$ cat src/rtl/fcw_pkg.sv
package fcw_pkg;
  localparam int unsigned BYTE_W = 8;

  // Reset value of a holding/active byte, given its index and the word size in bytes.
  function automatic logic [BYTE_W-1:0] reset_byte(input int unsigned idx,
                                                   input int unsigned word_bytes);
    logic [BYTE_W-1:0] v;
    v = '0;
    if (idx == word_bytes - 1)          v = 8'h40;  // center MSB: quarter clock rate
    else if (idx == 2*word_bytes)       v = 8'h01;  // serial control
    else if (idx == 2*word_bytes + 1)   v = 8'hF8;  // accumulator control
    else if (idx == 2*word_bytes + 2)   v = 8'h10;  // timing control
    return v;
  endfunction
endpackage

$ cat src/rtl/fcw_upd_sync.sv
module fcw_upd_sync #(
  parameter int unsigned SYNC_STAGES = 2
) (
  input  logic clk,
  input  logic rst,
  input  logic async_in,
  output logic pulse
);
  logic [SYNC_STAGES-1:0] sr;
  logic                   prev;

  always_ff @(posedge clk) begin
    if (rst) begin
      sr   <= '0;
      prev <= 1'b0;
    end else begin
      sr   <= {sr[SYNC_STAGES-2:0], async_in};
      prev <= sr[SYNC_STAGES-1];
    end
  end

  assign pulse = sr[SYNC_STAGES-1] & ~prev;
endmodule

$ cat src/rtl/fcw_hold_bank.sv
module fcw_hold_bank
  import fcw_pkg::*;
#(
  parameter int unsigned NREG       = 15,
  parameter int unsigned WORD_BYTES = 6,
  parameter int unsigned AW         = 4
) (
  input  logic                   clk,
  input  logic                   rst,
  input  logic                   wr_en,
  input  logic [AW-1:0]          wr_addr,
  input  logic [BYTE_W-1:0]      wr_data,
  output logic [NREG*BYTE_W-1:0] hold_flat
);
  for (genvar i = 0; i < NREG; i++) begin : g_byte
    localparam logic [BYTE_W-1:0] RV = reset_byte(i, WORD_BYTES);
    always_ff @(posedge clk) begin
      if (rst)
        hold_flat[i*BYTE_W +: BYTE_W] <= RV;
      else if (wr_en && (wr_addr == AW'(i)))
        hold_flat[i*BYTE_W +: BYTE_W] <= wr_data;
    end
  end
endmodule

$ cat src/rtl/fcw_active_bank.sv
module fcw_active_bank
  import fcw_pkg::*;
#(
  parameter int unsigned NREG       = 15,
  parameter int unsigned WORD_BYTES = 6
) (
  input  logic                   clk,
  input  logic                   rst,
  input  logic                   load,
  input  logic [NREG*BYTE_W-1:0] hold_flat,
  output logic [NREG*BYTE_W-1:0] act_flat,
  output logic                   load_done
);
  for (genvar i = 0; i < NREG; i++) begin : g_byte
    localparam logic [BYTE_W-1:0] RV = reset_byte(i, WORD_BYTES);
    always_ff @(posedge clk) begin
      if (rst)       act_flat[i*BYTE_W +: BYTE_W] <= RV;
      else if (load) act_flat[i*BYTE_W +: BYTE_W] <= hold_flat[i*BYTE_W +: BYTE_W];
    end
  end

  always_ff @(posedge clk) begin
    if (rst) load_done <= 1'b0;
    else     load_done <= load;
  end
endmodule

$ cat src/rtl/fcw_regbank.sv
module fcw_regbank
  import fcw_pkg::*;
#(
  parameter int unsigned WORD_BYTES  = 6,
  parameter int unsigned SYNC_STAGES = 2
) (
  input  logic                          clk,
  input  logic                          rst,
  input  logic                          wr_en,
  input  logic [3:0]                    wr_addr,
  input  logic [7:0]                    wr_data,
  input  logic                          upd_in,
  output logic [WORD_BYTES*BYTE_W-1:0]  center_word,
  output logic [WORD_BYTES*BYTE_W-1:0]  offset_word,
  output logic [7:0]                    serial_ctl,
  output logic [7:0]                    accum_ctl,
  output logic [7:0]                    timing_ctl,
  output logic                          upd_done
);
  localparam int unsigned WW       = WORD_BYTES * BYTE_W;
  localparam int unsigned CF_BASE  = 0;
  localparam int unsigned OF_BASE  = WORD_BYTES;
  localparam int unsigned SER_IDX  = 2 * WORD_BYTES;
  localparam int unsigned ACC_IDX  = SER_IDX + 1;
  localparam int unsigned TIM_IDX  = SER_IDX + 2;
  localparam int unsigned NREG     = SER_IDX + 3;
  localparam int unsigned CMD_ADDR = NREG;
  localparam int unsigned AW       = 4;

  logic [NREG*BYTE_W-1:0] hold_flat;
  logic [NREG*BYTE_W-1:0] act_flat;
  logic                   upd_ext;
  logic                   upd_cmd;
  logic                   upd_fire;

  fcw_hold_bank #(.NREG(NREG), .WORD_BYTES(WORD_BYTES), .AW(AW)) u_hold (
    .clk(clk), .rst(rst), .wr_en(wr_en), .wr_addr(wr_addr),
    .wr_data(wr_data), .hold_flat(hold_flat)
  );

  fcw_upd_sync #(.SYNC_STAGES(SYNC_STAGES)) u_sync (
    .clk(clk), .rst(rst), .async_in(upd_in), .pulse(upd_ext)
  );

  assign upd_cmd  = wr_en && (wr_addr == AW'(CMD_ADDR));
  assign upd_fire = upd_cmd | upd_ext;

  fcw_active_bank #(.NREG(NREG), .WORD_BYTES(WORD_BYTES)) u_act (
    .clk(clk), .rst(rst), .load(upd_fire), .hold_flat(hold_flat),
    .act_flat(act_flat), .load_done(upd_done)
  );

  assign center_word = act_flat[CF_BASE*BYTE_W +: WW];
  assign offset_word = act_flat[OF_BASE*BYTE_W +: WW];
  assign serial_ctl  = act_flat[SER_IDX*BYTE_W +: BYTE_W];
  assign accum_ctl   = act_flat[ACC_IDX*BYTE_W +: BYTE_W];
  assign timing_ctl  = act_flat[TIM_IDX*BYTE_W +: BYTE_W];
endmodule

$ cat config.mk
export PLATFORM = sky130hd
export DESIGN_NAME = fcw_regbank
export DESIGN_NICKNAME = d
export VERILOG_FILES = /design/src/rtl/fcw_pkg.sv /design/src/rtl/fcw_upd_sync.sv /design/src/rtl/fcw_hold_bank.sv /design/src/rtl/fcw_active_bank.sv /design/src/rtl/fcw_regbank.sv
export SDC_FILE = /design/constraint.sdc
export NUM_CORES = 1
export LEC_CHECK = 0
export CAP_MARGIN = 30
export CORE_MARGIN = 2
export CORE_UTILIZATION = 50
export DETAILED_ROUTE_END_ITERATION = 16
export MAX_ROUTING_LAYER = met4
export PLACE_DENSITY = 0.83
export SLEW_MARGIN = 10
export SYNTH_ARGS = -nofsm -noshare
export SYNTH_HDL_FRONTEND = slang
export SYNTH_HIERARCHICAL = 1
export SYNTH_SLANG_ARGS = --single-unit
$ cat constraint.sdc
create_clock -name clk -period 2.7 [get_ports clk]
set_clock_uncertainty 0.15 [all_clocks]
set_input_delay 0.54 -clock clk [delete_from_list [all_inputs] [get_ports clk]]
set_output_delay 0.54 -clock clk [all_outputs]
set_load 0.02 [all_outputs]
== After elaboration in Yosys (flattened, before gate mapping) ==
Index checks and enable logic that the tools add are counted.
Word-level totals
  input port bits: 16
  logic and storage cells: 68
  register bits after elaboration: 244
Operators by class
  equal/unequal tests: 15
  bitwise operators: 3
  reductions and logical operators: 17
Operator list (number)
  $eq 4x4->1 const B: 8
  $eq 4x3->1 const B: 4
  $logic_and 1x1->1: 16
  $eq 4x2->1 const B: 2
  $eq 4x1->1 const B: 1
  $logic_not 4->1: 1
  $and 1x1->1: 1
  $not 1->1: 1
  $or 1x1->1: 1

== Depth between registers and ports, before layout ==
  depth after elaboration: 3
  gate-level depth with buffers: 6
  depth with buffers taken out: 4

== Hierarchy ==
The synthesis kept the hierarchy.
By module, submodules not included
  fcw_hold_bank: area an instance 4750.8 sq um, times used 1, cells each 441
  fcw_active_bank: area an instance 4350.4 sq um, times used 1, cells each 389
  fcw_upd_sync: area an instance 87.6 sq um, times used 1, cells each 7
  fcw_regbank: area an instance 15.0 sq um, times used 1, cells each 2

== Worst setup path before layout ==
Ideal clock, no wire load.
  kind: input port to flip-flop
  from: input wr_en
  to: register u_act.act_flat[107]
  arrival: 1.473 ns
  stages: 5
  buffers on the path: 2
  path slack: 0.957 ns
  path through: and3_1 -> a31o_1 -> buf_6 -> buf_6 -> a211o_1
Between the ends
  word-level cells in the longest chain between the ends: 2
RTL lines
  from (decl): line fcw_regbank.sv:9  | input logic wr_en,
  $logic_and 1x1->1: line fcw_regbank.sv:45  | assign upd_cmd = wr_en && (wr_addr == AW'(CMD_ADDR));
  $or 1x1->1: line fcw_regbank.sv:46  | assign upd_fire = upd_cmd | upd_ext;
  named net upd_fire: line fcw_regbank.sv:34  | logic upd_fire;
  to (signal, indexed assignment): line fcw_active_bank.sv:18  | else if (load) act_flat[i*BYTE_W +: BYTE_W] <= hold_flat[i*BYTE_W +: BYTE_W];
  to (decl): line fcw_active_bank.sv:11  | output logic [NREG*BYTE_W-1:0] act_flat,
The timed path passes the listed nets, and every way through them passes these cells.
A chain may end at the register's enable or synchronous reset.

== Worst setup path after layout ==
  from: register u_act.act_flat[95]
  to: output offset_word[47]
RTL lines
  to (decl): line fcw_regbank.sv:14  | output logic [WORD_BYTES*BYTE_W-1:0] offset_word,
No word-level cell between the ends.

==> out/results.tsv <==
stage	metric	value	unit
run_status	status	finished clean	
clocking	Post-CTS Resized	0	
placement	RD Place Congestion	0.799	
clocking	clock sink count	244	
sta	Final Critical Period	2.23	ns
clocking	clock latency on the worst-skew pair	0.50	ns
setup_path	worst-path fanout max	2	
global_routing	vias in the first global route	5963	
clocking	CTS root buf	clkbuf_16	
layout	footprint of the multi-input gates	0.00393	mm^2
sta	Worst-Margin Slew	0.863	ns
clocking	Post-CTS Setup Bufs	0	
drt	WL/cell	16.7	um
clocking	Clock Tree Buf Depth	3	
clocking	H-tree depth	1	
die	core area	0.0180	mm^2
yosys	largest area contributor in the netlist	dfxtp_1	
clocking	TritonCTS clock tree	yes	
layout	share of layout cells above drive strength 1	7.08	%
worst_hold_path	Worst Hold Class	primary input to register	
yosys	synthesis-stage register bit count	244	
setup_path	CP Cell Sequence	clkdlybuf4s50_1	
sta	Final Cycle Share	82.6	%
setup_path	CP Class	register to output port	
flow_run	Max Cap Viol	0	
layout	Sequential cell area	0.00488	mm^2
setup_path	RR Endpoint	u_act/act_flat[70]$_SDFFE_PP0P_	
layout	commonest non-fill, non-tap cell in the layout	dfxtp_1	
pwr	Leakage	4.67	nW
sta	setup TNS	0	ns
yosys	Synth area leaders	dfxtp_1 53%, mux2i_1 24%, nand2b_1 7.5%, nor2_1 5.2%, buf_8 1.8%	
placement	dpl hpwl	13.0	mm
setup_path	Worst EP required	2.01	ns
sta	Fmax achieved	448	MHz
setup_path	R2R Setup Slk	1.05	ns
setup_path	Setup crit end	offset_word[47]	
yosys	Synth Area per Inst	11.0	um^2
pwr	PwrDens	647	mW/mm^2
layout	nets	976	
drt	Initial DRT Pass Iterations	4	
sta	final hold viol count	0	
yosys	syn nets	855	
setup_path	Crit. Startpoint	u_act/act_flat[95]$_SDFFE_PP0P_	
yosys	Post-Syn Area	0.00920	mm^2
placement	Port Buffer Count	136	
yosys	synth unique cells	31	
layout	Inserted Diodes	0	
clocking	clk slew on worst S/H paths	0.06	ns
global_routing	largest net degree at the start of global routing	93	
sta	setup violators final	0	
pwr	worst vdd ir	0.407	mV
global_routing	grt ovf	0	
setup_path	number of cells on the critical path	1	
drt	via count	6128	
sta	fin. max-slew vios	0	
global_routing	GRT Overall Usage	20.9	%
setup_path	worst reg2reg startpoint	u_sync/sr[1]$_SDFF_PP0_	
setup_path	CP max stage cell	clkdlybuf4s50_1	
die	Die Footprint	0.0195	mm^2
sta	RSZ-0062 raised after global routing	false	
die	Chip Height	140	um
setup_path	CP peak stage delay	0.64	ns
die	die extent in x	140	um
drt	initial drt markers	352	
layout	Syn-to-layout area delta	23.9	%
global_routing	first-pass GRT wire length	32.4	mm
clocking	hold_buf cts	0	
drt	Routed Antenna Nets	0	
global_routing	initial antenna violation count	0	
setup_path	Setup crit end kind	output port	
drt	Routed WL	20.1	mm
yosys	register area share after synthesis	53.1	%
setup_path	CP Launch Type	register	
die	initial core utilization	51.1	%
clocking	Num CTS Buffers	25	
setup_path	CP delay by family, top	buffers and inverters	
pwr	total power draw	7.37	mW
yosys	Syn Inst Count	839	
sta	WHS	0.243	ns
yosys	Ys Warns	6	
die	I/O pin total	137	
drt	Avg Vias per Cell	5.09	
sta	Max-slew headroom	42.5	%
layout	most frequent cells in the layout	244 x dfxtp_1, 222 x mux2i_1, 135 x clkdlybuf4s50_1	
setup_path	WP data arrival	1.54	ns
layout	# fillers	1469	
die	Core Rows	49	
yosys	top-area cell type share of the netlist area	53.1	%
setup_path	worst path bufs/invs	1	
setup_path	Reg2Reg Depth	5	
drt	DRC Markers	0	
[flip-flops by register name, indices dropped and copies added (netlist names)]
name,cells
u_act/load_done,1
u_act/act_flat,120
u_sync/sr,2
u_sync/prev,1
u_hold/hold_flat,120
[routing by layer]
| metal | up-vias | global-route usage [%] | part of all wire (%) | routed length (um) |
|---|---|---|---|---|
| li1 | 3025 | - | - | - |
| met1 | 2936 | 28.6 | 47 | 9410 |
| met2 | 141 | 33.1 | 47 | 9520 |
| met3 | 26 | 2.55 | 4.4 | 893 |
| met4 | 0 | 5.32 | 1.5 | 299 |
| met5 | - | - | 0 | 0 |
[cell usage after synthesis (all sizes together)]
cell      n
nand2b  111
a31o      1
nor2b    13
a21oi    10
a211o     8
o21ai    10
and3b     2
dfxtp   244
nor2    129
nand3    14
nor3      1
and2b     2
nand3b    1
buf      35
nand2    10
and3      2
clkbuf   23
nor3b     1
mux2i   222
[cells by family (layout without fill, tap and decap cells)]
family          count (synthesis)  count (layout)  share of synthesized area, %
mux                           222             222                          24.1
buf+inv                        58             194                          4.35
flops                         244             244                          53.1
compound gates                 29              29                          1.94
simple gates                  286             286                          16.5
[power by group]
part	internal, mW	total, mW	switching (mW)	leakage, nW
combinational	0.165	0.394	0.229	2.32
sequential	3.64	3.66	0.0203	1.97
clock	2.00	3.32	1.32	0.384
total	5.80	7.37	1.57	4.67
[per-stage QoR]
step	utilization, %	instances	cell area, um^2	worst slack (ns)
after floorplan	-	839	9200	0.957
after global placement	58.9	1162	10600	0.187
after detailed placement	58.9	1162	10600	0.157
after CTS	63.3	1204	11400	0.463
after global routing	63.3	1204	11400	0.425
final	63.3	1204	11400	0.470
[worst min-delay path by stage]
stage / endpoint / start / slack (ns) / depth (start not counted)
floorplan: u_sync/sr[1]$_SDFF_PP0_ / u_sync/sr[0]$_SDFF_PP0_ / 0.26 / 1
global placement: u_sync/sr[1]$_SDFF_PP0_ / u_sync/sr[0]$_SDFF_PP0_ / 0.28 / 1
detailed placement: u_sync/sr[1]$_SDFF_PP0_ / u_sync/sr[0]$_SDFF_PP0_ / 0.28 / 1
CTS: u_act/act_flat[5]$_SDFFE_PP0P_ / rst / 0.23 / 2
global route: u_sync/sr[0]$_SDFF_PP0_ / rst / 0.26 / 2
finish: u_sync/sr[0]$_SDFF_PP0_ / rst / 0.24 / 2
[cell type report]
class,instances,area share (%)
tap,229,2.51
clock inverter,4,0.614
multi-input combinational,537,34.4
sequential,244,42.8
timing repair buffer,152,13.3
clock buffer,38,6.27
(Power assumes the default switching activity.)
